**src/rtl/rxfc_pkg.sv**
```systemverilog
package rxfc_pkg;
  localparam int          KB_BYTES     = 1024;
  localparam logic [47:0] PAUSE_MCAST  = 48'h0180C2000001;
  localparam logic [15:0] PAUSE_ETYPE  = 16'h8808;
  localparam logic [15:0] PAUSE_OPCODE = 16'h0001;
  localparam logic [15:0] XOFF_TIME    = 16'hFFFF;
  localparam logic [15:0] XON_TIME     = 16'h0000;

  typedef enum logic {FC_XON = 1'b0, FC_XOFF = 1'b1} fc_state_e;

  function automatic logic [2:0] act_code(input logic [31:0] w);
    return {w[23], w[10:9]};
  endfunction

  function automatic logic [2:0] deact_code(input logic [31:0] w);
    return {w[22], w[12:11]};
  endfunction

  // legality of a threshold code for a given FIFO capacity
  function automatic logic code_legal(input logic [2:0] c, input int fifo_bytes);
    if (c <= 3'd2)      return fifo_bytes >= 4 * KB_BYTES;
    else if (c == 3'd3) return fifo_bytes > 4 * KB_BYTES;
    else if (c <= 3'd6) return fifo_bytes > 8 * KB_BYTES;
    else                return 1'b0;
  endfunction
endpackage

```
**src/rtl/rxfc_thresh_decode.sv**
```systemverilog
module rxfc_thresh_decode
  import rxfc_pkg::*;
#(
  parameter int FIFO_BYTES = 16384,
  parameter int LVL_W      = 15
) (
  input  logic             clk,
  input  logic             rst,
  input  logic [31:0]      ctrl_word,
  output logic [LVL_W-1:0] act_lvl,
  output logic [LVL_W-1:0] deact_lvl,
  output logic             cfg_err,
  output logic             fc_ok
);
  localparam bit FIFO_OK = (FIFO_BYTES >= 4 * KB_BYTES);

  function automatic logic [LVL_W-1:0] level_of(input logic [2:0] c);
    int t;
    t = FIFO_BYTES - (int'(c) + 1) * KB_BYTES;
    if (t < 0) t = 0;
    return LVL_W'(t);
  endfunction

  logic [2:0] ac, dc;
  logic       bad;

  always_comb begin
    ac  = act_code(ctrl_word);
    dc  = deact_code(ctrl_word);
    bad = !(code_legal(ac, FIFO_BYTES) && code_legal(dc, FIFO_BYTES) && (dc > ac));
  end

  always_ff @(posedge clk) begin
    if (rst) begin
      act_lvl   <= '0;
      deact_lvl <= '0;
      cfg_err   <= 1'b0;
      fc_ok     <= 1'b0;
    end else begin
      act_lvl   <= level_of(ac);
      deact_lvl <= level_of(dc);
      cfg_err   <= FIFO_OK && bad;
      fc_ok     <= FIFO_OK && !bad;
    end
  end

  generate
    if (FIFO_OK) begin : g_sized
      assert_rsvd_code_R8: assert property (@(posedge clk) disable iff (rst)
        ((ac == 3'd7) || (dc == 3'd7)) |=> (cfg_err && !fc_ok));
    end else begin : g_small
      assert_small_quiet_R9: assert property (@(posedge clk) disable iff (rst)
        (!cfg_err && !fc_ok));
    end
  endgenerate
endmodule

```
**src/rtl/rxfc_pause_fsm.sv**
```systemverilog
module rxfc_pause_fsm
  import rxfc_pkg::*;
#(
  parameter int LVL_W        = 15,
  parameter int REFRESH_CLKS = 64
) (
  input  logic             clk,
  input  logic             rst,
  input  logic             run,
  input  logic [LVL_W-1:0] level,
  input  logic [LVL_W-1:0] act_lvl,
  input  logic [LVL_W-1:0] deact_lvl,
  input  logic             zq_dis,
  input  logic             ack,
  output logic             req,
  output logic [15:0]      ptime,
  output logic             xoff
);
  localparam int CNT_W = (REFRESH_CLKS > 1) ? $clog2(REFRESH_CLKS) : 1;
  localparam logic [CNT_W-1:0] CNT_LAST = CNT_W'(REFRESH_CLKS - 1);

  fc_state_e        st;
  logic [CNT_W-1:0] cnt;

  always_ff @(posedge clk) begin
    if (rst) begin
      st    <= FC_XON;
      req   <= 1'b0;
      ptime <= XON_TIME;
      cnt   <= '0;
    end else if (!run) begin
      st  <= FC_XON;
      req <= 1'b0;
      cnt <= '0;
    end else if (st == FC_XON) begin
      if (level >= act_lvl) begin
        st    <= FC_XOFF;
        req   <= 1'b1;
        ptime <= XOFF_TIME;
        cnt   <= '0;
      end else if (ack) begin
        req <= 1'b0;
      end
    end else begin
      if (level <= deact_lvl) begin
        st    <= FC_XON;
        cnt   <= '0;
        req   <= !zq_dis;
        ptime <= XON_TIME;
      end else if (cnt == CNT_LAST) begin
        req   <= 1'b1;
        ptime <= XOFF_TIME;
        cnt   <= '0;
      end else begin
        cnt <= cnt + 1'b1;
        if (ack) req <= 1'b0;
      end
    end
  end

  assign xoff = (st == FC_XOFF);

  assert_xoff_time_R3: assert property (@(posedge clk) disable iff (rst)
    (req && st == FC_XOFF) |-> (ptime == XOFF_TIME));
  assert_xon_time_R5: assert property (@(posedge clk) disable iff (rst)
    (req && st == FC_XON) |-> (ptime == XON_TIME));
  assert_no_chatter_R4: assert property (@(posedge clk) disable iff (rst)
    (run && st == FC_XOFF && level > deact_lvl) |=> (st == FC_XOFF));
  assert_req_hold_R6: assert property (@(posedge clk) disable iff (rst)
    (req && !ack && run && st == FC_XON && level < act_lvl) |=> (req && $stable(ptime)));
  assert_halt_R10: assert property (@(posedge clk) disable iff (rst)
    !run |=> (!req && st == FC_XON));
endmodule

```
**src/rtl/rxfc_rx_detect.sv**
```systemverilog
module rxfc_rx_detect
  import rxfc_pkg::*;
(
  input  logic        clk,
  input  logic        rst,
  input  logic        rx_en,
  input  logic        uni_en,
  input  logic [47:0] station,
  input  logic        valid,
  input  logic [47:0] da,
  input  logic [15:0] etype,
  input  logic [15:0] opcode,
  input  logic [15:0] quanta,
  output logic        hit,
  output logic [15:0] hit_quanta
);
  logic addr_ok, match;

  always_comb begin
    addr_ok = (da == PAUSE_MCAST) || (uni_en && da == station);
    match   = rx_en && valid && addr_ok && etype == PAUSE_ETYPE && opcode == PAUSE_OPCODE;
  end

  always_ff @(posedge clk) begin
    if (rst) begin
      hit        <= 1'b0;
      hit_quanta <= '0;
    end else begin
      hit <= match;
      if (match) hit_quanta <= quanta;
    end
  end

  assert_rx_gate_R11: assert property (@(posedge clk) disable iff (rst)
    (!rx_en || !valid) |=> !hit);
endmodule

```
**src/rtl/rx_pause_flow_ctrl.sv**
```systemverilog
module rx_pause_flow_ctrl
  import rxfc_pkg::*;
#(
  parameter int FIFO_BYTES     = 16384,
  parameter int QUANTUM_CLKS   = 64,
  parameter int REFRESH_QUANTA = 32768
) (
  input  logic                               clk,
  input  logic                               rst,
  input  logic [31:0]                        dma_ctrl,
  input  logic                               tx_fc_en,
  input  logic                               rx_fc_en,
  input  logic                               uni_pause_en,
  input  logic                               zero_quanta_dis,
  input  logic [$clog2(FIFO_BYTES+1)-1:0]    rx_fifo_level,
  output logic                               pause_req,
  output logic [15:0]                        pause_time,
  input  logic                               pause_ack,
  output logic                               xoff_active,
  output logic                               cfg_err,
  input  logic                               rx_frame_valid,
  input  logic [47:0]                        rx_dest_addr,
  input  logic [15:0]                        rx_ethertype,
  input  logic [15:0]                        rx_opcode,
  input  logic [15:0]                        rx_quanta,
  input  logic [47:0]                        station_addr,
  output logic                               rx_pause_hit,
  output logic [15:0]                        rx_pause_quanta
);
  localparam int LVL_W        = $clog2(FIFO_BYTES + 1);
  localparam int REFRESH_CLKS = QUANTUM_CLKS * REFRESH_QUANTA;

  logic [LVL_W-1:0] act_lvl, deact_lvl;
  logic             fc_ok;
  logic             run;

  rxfc_thresh_decode #(.FIFO_BYTES(FIFO_BYTES), .LVL_W(LVL_W)) u_dec (
    .clk(clk), .rst(rst), .ctrl_word(dma_ctrl),
    .act_lvl(act_lvl), .deact_lvl(deact_lvl), .cfg_err(cfg_err), .fc_ok(fc_ok)
  );

  assign run = fc_ok && tx_fc_en;

  rxfc_pause_fsm #(.LVL_W(LVL_W), .REFRESH_CLKS(REFRESH_CLKS)) u_fsm (
    .clk(clk), .rst(rst), .run(run), .level(rx_fifo_level),
    .act_lvl(act_lvl), .deact_lvl(deact_lvl), .zq_dis(zero_quanta_dis),
    .ack(pause_ack), .req(pause_req), .ptime(pause_time), .xoff(xoff_active)
  );

  rxfc_rx_detect u_rx (
    .clk(clk), .rst(rst), .rx_en(rx_fc_en), .uni_en(uni_pause_en),
    .station(station_addr), .valid(rx_frame_valid), .da(rx_dest_addr),
    .etype(rx_ethertype), .opcode(rx_opcode), .quanta(rx_quanta),
    .hit(rx_pause_hit), .hit_quanta(rx_pause_quanta)
  );

  assert_err_mute_R8: assert property (@(posedge clk) disable iff (rst)
    (cfg_err && $past(cfg_err)) |-> !pause_req);
endmodule

```
**config.mk**
```make
export PLATFORM = sky130hd
export DESIGN_NAME = rx_pause_flow_ctrl
export DESIGN_NICKNAME = d
export VERILOG_FILES = /design/src/rtl/rxfc_pkg.sv /design/src/rtl/rxfc_thresh_decode.sv /design/src/rtl/rxfc_pause_fsm.sv /design/src/rtl/rxfc_rx_detect.sv /design/src/rtl/rx_pause_flow_ctrl.sv
export SDC_FILE = /design/constraint.sdc
export NUM_CORES = 1
export LEC_CHECK = 0
export CORE_MARGIN = 8
export CORE_UTILIZATION = 39
export CTS_CLUSTER_DIAMETER = 100
export DETAILED_ROUTE_END_ITERATION = 8
export GPL_TIMING_DRIVEN = 0
export PLACE_DENSITY_LB_ADDON = 0.3
export REMOVE_ABC_BUFFERS = 1
export SLEW_MARGIN = 20
export SYNTH_ARGS = -nofsm -noshare
export SYNTH_HDL_FRONTEND = slang
export SYNTH_SLANG_ARGS = --single-unit
```
**constraint.sdc**
```tcl
create_clock -name clk -period 2.9 [get_ports clk]
set_input_delay 0.29 -clock clk [delete_from_list [all_inputs] [get_ports clk]]
set_output_delay 0.29 -clock clk [all_outputs]
set_load 0.005 [all_outputs]
```
# After elaboration in Yosys (flattened, before gate mapping)
# Index checks and enable logic that the tools add are counted.
# classes
eq_ne	8
n_reduce_logical	16
n_lt_le_gt_ge	9
bitwise	1
n_mux	22
add_sub_neg	5
# op_table
operator	count
$mux W21	4
$lt A32 B1 Y1 const B	2
$mux W16	4
$sub A16 B32 Y32 const A	2
$eq A48 B41 Y1 const B	1
$eq A48 B48 Y1	1
$add A21 B1 Y21 const B	1
$eq A21 B21 Y1 const B	1
$eq A16 B1 Y1 const B	1
$eq A16 B16 Y1 const B	1
$ge A15 B15 Y1	1
$le A15 B15 Y1	1
$mux W1	14
$add A3 B1 Y4 const B	2
$logic_and A1 B1 Y1	8
$eq A3 B2 Y1 const B	2
$le A3 B2 Y1 const B	2
$le A3 B3 Y1 const B	2
$reduce_or A2 Y1	3
$gt A3 B3 Y1	1
$ne A3 B3 Y1 const B	1
$reduce_and A3 Y1	1
$logic_not A1 Y1	2
$reduce_bool A2 Y1	1
2 further kinds	2
# totals
output_inout_bits	36
regBits	88
wordCells	71
input_bits	199

# Longest topological paths before layout
# Gate-level depths: netlist of run 1.
# depth
word_depth	7
ltp_mapped	9

# Modules after synthesis
# A second synthesis of run 1 with hierarchy kept.
# unflattened
cells_unflattened	617
area_unflattened_um2	4932.2
# by_module_without_submodules
mod	cells_per_inst	instances	area_per_inst_um2
rxfc_pause_fsm	277	1	2139.6
rxfc_rx_detect	260	1	2054.5
rxfc_thresh_decode	79	1	732.0
rx_pause_flow_ctrl	1	1	6.3

# Least setup slack after synthesis of run 1
# OpenSTA, ideal clock, no wires.
# synth_path
kind	in2reg
start	input port station_addr[19]
end	register u_rx.hit_quanta[0]
setup_ns	0.095
setup_slack_ns	0.570
arrival_time_ns	2.235
cell_stages	9
path_cell_list	nor2b_1 nand4bb_1 or4_1 or4_1 buf_2 or2_1 buf_6 buf_6 o311ai_1
# synth_via
elab_chain_cells	6
# synth_rtl
element	line	text
start, declared	rx_pause_flow_ctrl.sv:26	input logic [47:0] station_addr,
$eq A48 B48 Y1	rxfc_rx_detect.sv:20	addr_ok = (da == PAUSE_MCAST) || (uni_en && da == station);
$logic_and A1 B1 Y1	rxfc_rx_detect.sv:20	
$logic_or A1 B1 Y1	rxfc_rx_detect.sv:20	
$logic_and A1 B1 Y1 (3 in a row)	rxfc_rx_detect.sv:21	match = rx_en && valid && addr_ok && etype == PAUSE_ETYPE && opcode == PAUSE_OPCODE;
end signal, assigned	rxfc_rx_detect.sv:30	if (match) hit_quanta <= quanta;
end, declared	rxfc_rx_detect.sv:15	output logic [15:0] hit_quanta
# No other way between the ends.
# A chain may end at the register's enable or synchronous reset.

# Final worst setup path of run 1
# layout_path
start	input port rx_dest_addr[38]
end	register u_rx.hit_quanta[8]
# layout_via
elab_chain_cells	6
word_cells_on_any_way	7
classes_between	eq/ne (2); reduce/logical (5)
# layout_rtl
element	line	text
start, declared	rx_pause_flow_ctrl.sv:22	input logic [47:0] rx_dest_addr,
$eq A48 B48 Y1	rxfc_rx_detect.sv:20	
$logic_and A1 B1 Y1	rxfc_rx_detect.sv:20	
$logic_or A1 B1 Y1 *	rxfc_rx_detect.sv:20	
$logic_and A1 B1 Y1 * (3 in a row)	rxfc_rx_detect.sv:21	
# Every way passes the cells marked *; elsewhere a longest branch is shown, timed or not.

==> impl_metrics.toml, run 1 <==
[critical_path]
arrival_ns = 2.88
slowest_stage = "or4_1"
r2r_slack_ns = 0.31
end_kind = "flip-flop"
critPathMaxFanout = 17
path_buf_inv = 1
start_kind = "input pin"
cpPeakStageDelay_ns = 0.57
path_class = "in -> reg"
crit_family = "simple AND/OR/NAND/NOR gates"
cp_data_required_time_ns = 3.12
cp_cell_sequence = "clkdlybuf4s50_1, nand2b_1, nand3_1, or4_1, or4_4, or2_4, o311ai_1"

[synthesis]
yosys_most_used_dff = "dfxtp_1"
synth_warnings = 0
synth_top_family_by_area = "simple AND/OR/NAND/NOR gates"
yosysSeqAreaShare_pct = 25.5
synth-compound-area-share_pct = 17.8
synthMuxAreaShare_pct = 1.20
synthTopCellsByArea = "dfxtp_1, xor2_1, ha_1"
syn_area_mm2 = 0.00416
synth_top_area_share_pct = 25.5
yosysTopAreaCell = "dfxtp_1"
synth_seq_cells = 53
synth_edf_count = 0
synthCells = 530
syn_area_per_cell_um2 = 7.84
synth.distinct_cells = 49
synth.most_common_cell = "dfxtp_1"
synthArstFlopShare_pct = 0
synth-xor-area-share_pct = 10.1
synth_adder_area_share_pct = 6.02
yosys.area_share.simple_pct = 31.4
synth_commonest_cells = "dfxtp_1, nand2_1, nor2b_1"

[global_routing]
grt_remaining_overflow = 0
track_usage_pct = 21.1
grt_pass1_wl_mm = 24.7
grt_pass1_vias = 4835
grt_max_degree = 37
antenna_found_initial = 0

[sta]
finalHoldViolCount = 0
slew_headroom_pct = 57.6
fmax_mhz = 376
setup_viol = 0
min_period_over_period_pct = 91.7
post-route-min-period_ns = 2.66
fin_skew_ns = 0.0206
finalMaxSlewViolations = 0
finalHoldWorstSlack_ns = 0.488
worst_pin_slew_ns = 0.636

[power_and_ir_drop]
powerDensity_mw_per_mm2 = 278
peakVddDrop_mv = 0.197
p_leak_nw = 2.22
p_total_w = 0.00178

[clocking]
cts-root-buf = "clkbuf_8"
clkTransAtPathRegs_ns = 0.11
cts_buffers = 5
cts_max_level = 2
cts_hold_buf = 0
clockBufferDepth = 2
clkSinkCount = 53
cts_tree = "done"
clkLatencyLatePin_ns = 0.31

[placement]
dp_cells = 840
dp_hpwl_mm = 13.1
routabilityCongestion = 0.828
dpl_cell_area_mm2 = 0.00624
port_buffers = 208

[detailed_routing]
drt_iter0_markers = 217
wl_per_cell_um = 18.3
antenna_left = 0
drt_wl_total_mm = 15.6
vias = 4722
first_pass_iters = 5
avgViaCountPerCell = 5.56
route.detailed.drc = 0

[floorplanning]
io-pin-count = 235
start_util_pct = 40.3
rows = 37
die_area_mm2 = 0.0142
core-area_mm2 = 0.0103
chipHeight_um = 119
die_w_um = 119

[layout]
regArea_mm2 = 0.00106
area_growth_pct = 53.8
n_antenna_cell = 0
multi_input_area_mm2 = 0.00280
final_nets = 932
fillCellCount = 911
finalNonFillerCells = 850
drive_above_1_share_pct = 3.64
fin_util_pct = 61.9
fin_area_mm2 = 0.00639

[outcome]
status = "completed"

[hold_path]
min_path_type = "reg -> reg"

[job]
drv_cap = 0
final timing paths:
check	start	to	cells after the start
max reg2reg	u_fsm.cnt[0]$_SDFFE_PP0P_	u_fsm.req$_SDFF_PP0_	7
min reg2reg	u_fsm.cnt[20]$_SDFFE_PP0P_	u_fsm.cnt[20]$_SDFFE_PP0P_	1
min	u_fsm.cnt[20]$_SDFFE_PP0P_	u_fsm.cnt[20]$_SDFFE_PP0P_	1
max	rx_dest_addr[38]	u_rx.hit_quanta[8]$_SDFFE_PP0P_	7
metrics by stage:
step / setup TNS, ns / worst slack [ns]
floorplan: -0.110 / -0.0950
finish: 0 / 0.240
global route: -0.00912 / -0.00912
global placement: -63.56 / -2.55
detailed placement: -24.77 / -0.845
CTS: 0 / 0.0802
repair_timing:
item / in CTS / in global routing
hold endpoints to repair: 0 / 0
pin swaps: 1 / 0
gates resized for setup: 6 / 2
endpoints found under the setup margin: 34 / 24
buffers inserted: 1 / 1
per-layer routing:
layer | global-route usage [%] | part of all wire (%) | up-vias
li1 | - | - | 2319
met1 | 22.2 | 37 | 2179
met2 | 37.7 | 49 | 203
met3 | 8.83 | 11 | 21
met4 | 6.56 | 2.3 | 0
met5 | 0 | 0 | -
kinds of logic after synthesis:
family | Yosys count
xor gates and xnor gates | 48
DFF | 53
buffers and inverters | 68
and+or+nand+nor | 231
muxes | 5
AOI/OAI and AO/OA | 105
adders and majority gates | 20
cell usage in the layout, fill, tap and decap left out, types with 3 or more instances in the layout:
cell,netlist,final
nand2b_1,17,17
nor2b_1,37,36
xnor2_1,19,19
o311ai_1,16,16
nor3_1,13,10
and4_1,3,3
nor4_1,20,20
o21ai_0,26,26
a21o_1,3,3
clkdlybuf4s50_1,0,207
nor4b_1,10,10
dfxtp_1,53,53
nand3_1,16,16
nor2_1,24,24
nand4_1,20,20
mux2i_1,5,5
ha_1,20,20
or4_1,7,5
o22ai_1,3,3
nand3b_1,7,7
a31oi_1,15,15
o2111ai_1,4,4
inv_1,29,29
clkbuf_8,0,5
nor3_2,0,3
buf_4,15,5
xor2_1,29,29
a32oi_1,19,19
nand2_1,43,42
or3_1,3,3
a21oi_1,8,8
state kept, by name, indices dropped and copies added (netlist names):
name and flops:
u_fsm.req 1, u_rx.hit_quanta 16, u_fsm.ptime 1, u_dec.cfg_err 1, u_dec.fc_ok 1, u_fsm.cnt 21
u_rx.hit 1, u_dec.act_lvl 5, u_dec.deact_lvl 5, u_fsm.xoff 1
area by class of cell:
cell class | count | area share [%]
well taps | 136 | 2.66
clock inverters | 3 | 0.685
clock buffers | 5 | 1.08
multi-input cells | 409 | 43.8
inverters | 30 | 1.80
repair buffers | 214 | 33.4
flip-flops and latches | 53 | 16.6
report_power, final:
group          switching [W]  internal, W  total (W)
clock               0.000254     0.000259   0.000513
sequential        0.00000612     0.000742   0.000748
combinational       0.000197     0.000317   0.000515
Note: power is estimated with default switching activity, not from simulation.
==> run 2: changes to the inputs <==
--- a/config.mk
+++ b/config.mk
@@ -5,6 +5,7 @@
 export SDC_FILE = /design/constraint.sdc
 export NUM_CORES = 1
 export LEC_CHECK = 0
+export ABC_AREA = 1
 export CORE_MARGIN = 8
 export CORE_UTILIZATION = 39
 export CTS_CLUSTER_DIAMETER = 100
==> run 2 against run 1 <==
Effect of this change: maximum frequency up 24%; via count down 0.53%; first-iteration DRC count down 13%; core utilization down 0.34 points; die area up 0.13%; synthesized cell count up 34%; largest power group unchanged; largest cell class unchanged; critical endpoint is now u_fsm.cnt[3]$_SDFFE_PP0P_; clock power up 2%; sequential cell count unchanged.
==> impl_metrics.toml, run 2 <==
[detailed_routing]
wl_met3_um = 760
drt_wl_total_mm = 13.7
drt_iter0_markers = 188
vias = 4697
antenna_left = 0
wl_met1_mm = 5.89
highest_layer = "met4"
avgViaCountPerCell = 4.54
first_pass_iters = 5
wl_per_cell_um = 13.3
route.met2.wl_mm = 6.86
route.detailed.drc = 0

[layout]
fin_area_mm2 = 0.00636
mostFrequentLayoutCell = "nand2_1"
regArea_mm2 = 0.00106
top_register = "u_fsm.cnt"
fillCellCount = 983
final_nets = 1117
multi_input_area_mm2 = 0.00243
largest_register_ffs = 21
layout_common_cells = "nand2_1, clkdlybuf4s50_1, inv_1"
n_antenna_cell = 0
largestRegisters = "u_fsm.cnt (21), u_rx.hit_quanta (16)"
drive_above_1_share_pct = 3.34
area_growth_pct = 52.8

[critical_path]
end_kind = "flip-flop"
cpPeakStageDelay_ns = 0.56
critPathMaxFanout = 17
arrival_ns = 2.38
cp_data_required_time_ns = 3.14
cp_cell_sequence = "clkdlybuf4s50_1, ha_1, a21oi_1, o21ai_0, nor2_1, nand2_1, nor2_2, o21ai_0, a21oi_1"
path_class = "in -> reg"
start_kind = "input pin"
slowest_stage = "nor2_2"
path_buf_inv = 1
crit_family = "simple AND/OR/NAND/NOR gates"

[synthesis]
synth.distinct_cells = 33
synth_top_area_share_pct = 25.5
synthTopCellsByArea = "dfxtp_1, nand2_1, inv_1"
yosysTopAreaCell = "dfxtp_1"
synth_edf_count = 0
synth_top_family_by_area = "simple AND/OR/NAND/NOR gates"
yosys_most_used_dff = "dfxtp_1"
synthCells = 708
synthArstFlopShare_pct = 0
synth_adder_area_share_pct = 6.01
syn_area_mm2 = 0.00416
synth-compound-area-share_pct = 6.94
synth.most_common_cell = "nand2_1"
synth_seq_cells = 53
synth-xor-area-share_pct = 3.16
synthMuxAreaShare_pct = 0
synth_warnings = 0
yosys.area_share.simple_pct = 42.1
yosysSeqAreaShare_pct = 25.5
synth_commonest_cells = "nand2_1, inv_1, nor2_1"
syn_area_per_cell_um2 = 5.88

[global_routing]
grt_max_degree = 34
grt_pass1_vias = 4520
grt_pass1_wl_mm = 22.2
antenna_found_initial = 0
track_usage_pct = 18.8
grt_remaining_overflow = 0

[clocking]
clkLatencyLatePin_ns = 0.31
ctsResizeCount = 0
cts-root-buf = "clkbuf_8"
clkSinkCount = 53
clkTransAtPathRegs_ns = 0.10
clockBufferDepth = 2
cts_max_level = 2
cts_tree = "done"
cts_buffers = 5
post_cts_buffers = 0
cts_hold_buf = 0

[placement]
routabilityCongestion = 0.877
port_buffers = 208
dp_hpwl_mm = 11.8
dpl_cell_area_mm2 = 0.00624

[power_and_ir_drop]
power_switching_w = 0.000479
power.share.switching_pct = 26.7
comb_power_share_pct = 29.0
powerDensity_mw_per_mm2 = 282
seqPwrFrac_pct = 41.7
peakVddDrop_mv = 0.227
p_total_w = 0.00179
clkPwrFrac_pct = 29.3
internal_power_w = 0.00131
p_leak_nw = 2.93

[sta]
worst_pin_slew_ns = 0.717
setup_viol = 0
setup_tns_ns = 0
fin_skew_ns = 0.00579
rsz0062_at_grt = "false"
min_period_over_period_pct = 73.7
fmax_mhz = 468
slew_headroom_pct = 52.1
post-route-min-period_ns = 2.14
finalMaxSlewViolations = 0
finalHoldViolCount = 0

[floorplanning]
rows = 37
io-pin-count = 235
die_w_um = 119
chipHeight_um = 119
core-area_mm2 = 0.0103
die_area_mm2 = 0.0142
start_util_pct = 40.3

[outcome]
status = "completed"

[hold_path]
min_path_type = "reg -> reg"

[job]
drv_cap = 0
## run 2: logic make-up after synthesis
group | after synthesis
xor+xnor | 15
fa+ha+maj | 20
compound gates | 53
flops | 53
simple gates | 409
buf+inv | 158
## run 2: path summary, 6_finish.rpt
kind	from	to	slack, ns	cells past startpoint
worst max-delay path	rx_fifo_level[14]	u_fsm.cnt[3]$_SDFFE_PP0P_	0.76	9
worst min-delay path	u_fsm.req$_SDFF_PP0_	u_fsm.req$_SDFF_PP0_	0.47	2
worst max register to register	u_dec.act_lvl[14]$_SDFF_PP0_	u_fsm.cnt[3]$_SDFFE_PP0P_	0.90	9
worst min register to register	u_fsm.req$_SDFF_PP0_	u_fsm.req$_SDFF_PP0_	0.47	2
## run 2: per-layer routing
| metal | global-route usage, % | vias up |
|---|---|---|
| li1 | - | 2546 |
| met4 | 4.61 | 0 |
| met5 | 0 | - |
| met3 | 3.40 | 15 |
| met1 | 22.6 | 2007 |
| met2 | 33.9 | 129 |
## run 2: power by group through the flow
stage          Sequential, W  Clock (W)  Combinational [W]
2_1_floorplan       0.000767          0           0.000182
3_3_place_gp        0.000765          0           0.000515
3_5_place_dp        0.000766          0           0.000520
4_1_cts             0.000749   0.000535           0.000523
5_1_grt             0.000751   0.000566           0.000577
6_report            0.000749   0.000525           0.000520
## run 2: area by class of cell
| class | count | share of cell area (%) |
|---|---|---|
| multi-input combinational | 497 | 38.2 |
| timing repair buffer | 208 | 32.7 |
| sequential | 53 | 16.7 |
| inverter | 133 | 7.85 |
| tap | 136 | 2.68 |
| clock buffer | 5 | 1.08 |
| clock inverter | 3 | 0.787 |
## run 2: worst min-delay path, cell delays in order, from the launching register on
cell and delay, ns:
dfxtp_1 0.32, nand2_1 0.06, a21oi_1 0.05
## run 2: stage by stage
stage	utilization, %	std cells	setup WS (ns)	hold WS (ns)
floorplan	-	683	1.09	0.357
global placement	60.4	1027	0.0789	0.449
detailed placement	60.4	1027	0.406	0.454
CTS	61.6	1035	0.741	0.469
global route	61.6	1035	0.462	0.490
finish	61.6	1035	0.761	0.471
==> run 3: changes to the inputs <==
==> constraint.sdc (replaced) <==
create_clock -name clk -period 2.05 [get_ports clk]
set_input_delay 0.205 -clock clk [delete_from_list [all_inputs] [get_ports clk]]
set_output_delay 0.205 -clock clk [all_outputs]
set_load 0.005 [all_outputs]
==> run 3 against run 2 <==
Effect of this change: setup slack worse by 0.63 ns; non-clock buffer count up 1; critical path depth up 2; global-route usage about the same; routed wire length up 0.54%; sequential power up 42%; count of clock-buffer cells in the layout unchanged; register-to-register slack worse by 0.75 ns; core utilization up 0.73 points; clock skew about the same; first-iteration DRC count down 8.0%; sequential cell count unchanged; largest cell class unchanged.
==> impl_metrics.toml, run 3 (synthesis results as in run 2) <==
[global_routing]
track_usage_pct = 18.8
grt_remaining_overflow = 0
grt_pass1_wl_mm = 22.1
grt_max_degree = 34
antenna_found_initial = 0
grt_pass1_vias = 4519

[outcome]
status = "completed"

[placement]
pre_cts_ws_ns = -0.359
port_buffers = 208
routabilityCongestion = 0.877
dp_hpwl_mm = 11.8
dpl_cell_area_mm2 = 0.00624
dp_cells = 1027

[layout]
regArea_mm2 = 0.00106
multi_input_area_mm2 = 0.00247
area_growth_pct = 54.6
layout_common_cells = "nand2_1, clkdlybuf4s50_1, inv_1"
fillCellCount = 966
n_antenna_cell = 0
fin_area_mm2 = 0.00643
final_nets = 1119
top_register = "u_fsm.cnt"
finalNonFillerCells = 1037
largestRegisters = "u_fsm.cnt (21), u_rx.hit_quanta (16)"
largest_register_ffs = 21
drive_above_1_share_pct = 4.11
mostFrequentLayoutCell = "nand2_1"

[floorplanning]
rows = 37
io-pin-count = 235
chipHeight_um = 119
start_util_pct = 40.3
die_area_mm2 = 0.0142
core-area_mm2 = 0.0103
die_w_um = 119

[detailed_routing]
avgViaCountPerCell = 4.52
drt_iter0_markers = 173
drt_wl_total_mm = 13.8
route.detailed.drc = 0
wl_per_cell_um = 13.3
vias = 4688
antenna_left = 0
first_pass_iters = 4

[hold_path]
hold_depth = 3
min_path_type = "in -> reg"

[power_and_ir_drop]
comb_power_share_pct = 29.6
p_leak_nw = 2.94
internal_power_w = 0.00187
powerDensity_mw_per_mm2 = 398
power_switching_w = 0.000688
peakVddDrop_mv = 0.323
clkPwrFrac_pct = 29.0
power.share.switching_pct = 26.9
seqPwrFrac_pct = 41.3

[critical_path]
end_kind = "flip-flop"
cpPeakStageDelay_ns = 0.46
arrival_ns = 2.12
path_class = "in -> reg"
crit_family = "simple AND/OR/NAND/NOR gates"
path_buf_inv = 3
critical_path_depth = 11
reg2regPathDepth = 10
start_kind = "input pin"
cp_common_cell = "nand2_2"
slowest_stage = "clkdlybuf4s50_1"
critPathMaxFanout = 10
cp_cell_sequence = "clkdlybuf4s50_1, ha_1, inv_1, nor4_1, nand3b_1, nand2_1, inv_1, nand2_2, nand2_2, nand2_2, nor2_1"
cp_data_required_time_ns = 2.26

[clocking]
clkLatencyLatePin_ns = 0.31
clkSinkCount = 53
cts_buffers = 5
cts-root-buf = "clkbuf_8"
cts_tree = "done"
clockBufferDepth = 2
clkTransAtPathRegs_ns = 0.11
cts_max_level = 2

[sta]
finalMaxSlewViolations = 0
fmax_mhz = 522
setup_viol = 0
finalHoldWorstSlack_ns = 0.459
setup_tns_ns = 0
post-route-min-period_ns = 1.91
slew_headroom_pct = 58.3
finalHoldViolCount = 0
min_period_over_period_pct = 93.4
worst_pin_slew_ns = 0.625
layout_setup_ws_ns = 0.135
fin_skew_ns = 0.00582

[job]
drv_cap = 0
[run 3: cell count changes in the layout (fill, tap and decap cells not counted), sizes merged]
| cell | change |
|---|---|
| buf | +1 |
| inv | -1 |
| clkinv | +2 |
[run 3: tightest hold or removal path, stage by stage]
cell	delay, ns
clkdlybuf4s50_1	0.39
nor2_1	0.10
nor2_1	0.05
[run 3: repair_timing]
item                       CTS  global route
buffers inserted             0             1
hold buffers                 0             0
gates resized for setup      1            12
gates cloned                 0             1
setup endpoints to repair    4            34
pin swaps                    0             2
[run 3: final timing paths]
check	startpoint	to	slack, ns
max	rx_fifo_level[14]	u_fsm.cnt[9]$_SDFFE_PP0P_	0.14
max reg2reg	u_fsm.cnt[0]$_SDFFE_PP0P_	u_fsm.cnt[12]$_SDFFE_PP0P_	0.15
min	rx_quanta[6]	u_rx.hit_quanta[6]$_SDFFE_PP0P_	0.46
min reg2reg	u_fsm.cnt[20]$_SDFFE_PP0P_	u_fsm.cnt[20]$_SDFFE_PP0P_	0.46
[run 3: area by class of cell]
| cell class | count | share of cell area [%] |
|---|---|---|
| repair buffers | 209 | 32.7 |
| inverters | 133 | 7.88 |
| repair inverters | 1 | 0.0778 |
| clock inverters | 3 | 0.778 |
| well taps | 136 | 2.64 |
| flip-flops and latches | 53 | 16.5 |
| multi-input cells | 497 | 38.4 |
| clock buffers | 5 | 1.07 |
[run 3: through the flow]
stage               util, %  power, W
global route           62.3   0.00270
finish                 62.3   0.00256
detailed placement     60.4   0.00182
global placement       60.4   0.00181
CTS                    61.6   0.00256
floorplan                 -   0.00134
[run 3: power groups by stage]
stage               clock [W]  sequential, W  combinational, W
floorplan                   0        0.00108          0.000257
global placement            0        0.00108          0.000729
detailed placement          0        0.00108          0.000736
CTS                  0.000756        0.00106          0.000742
global route         0.000801        0.00106          0.000839
finish               0.000744        0.00106          0.000759
[run 3: metal layers]
layer / GRT usage, % / part of all wire, % / routed length, um
met5: 0 / 0 / 0
met4: 4.61 / 1.9 / 263
met3: 3.40 / 4.9 / 682
met2: 33.9 / 50 / 6910
met1: 22.6 / 43 / 5970
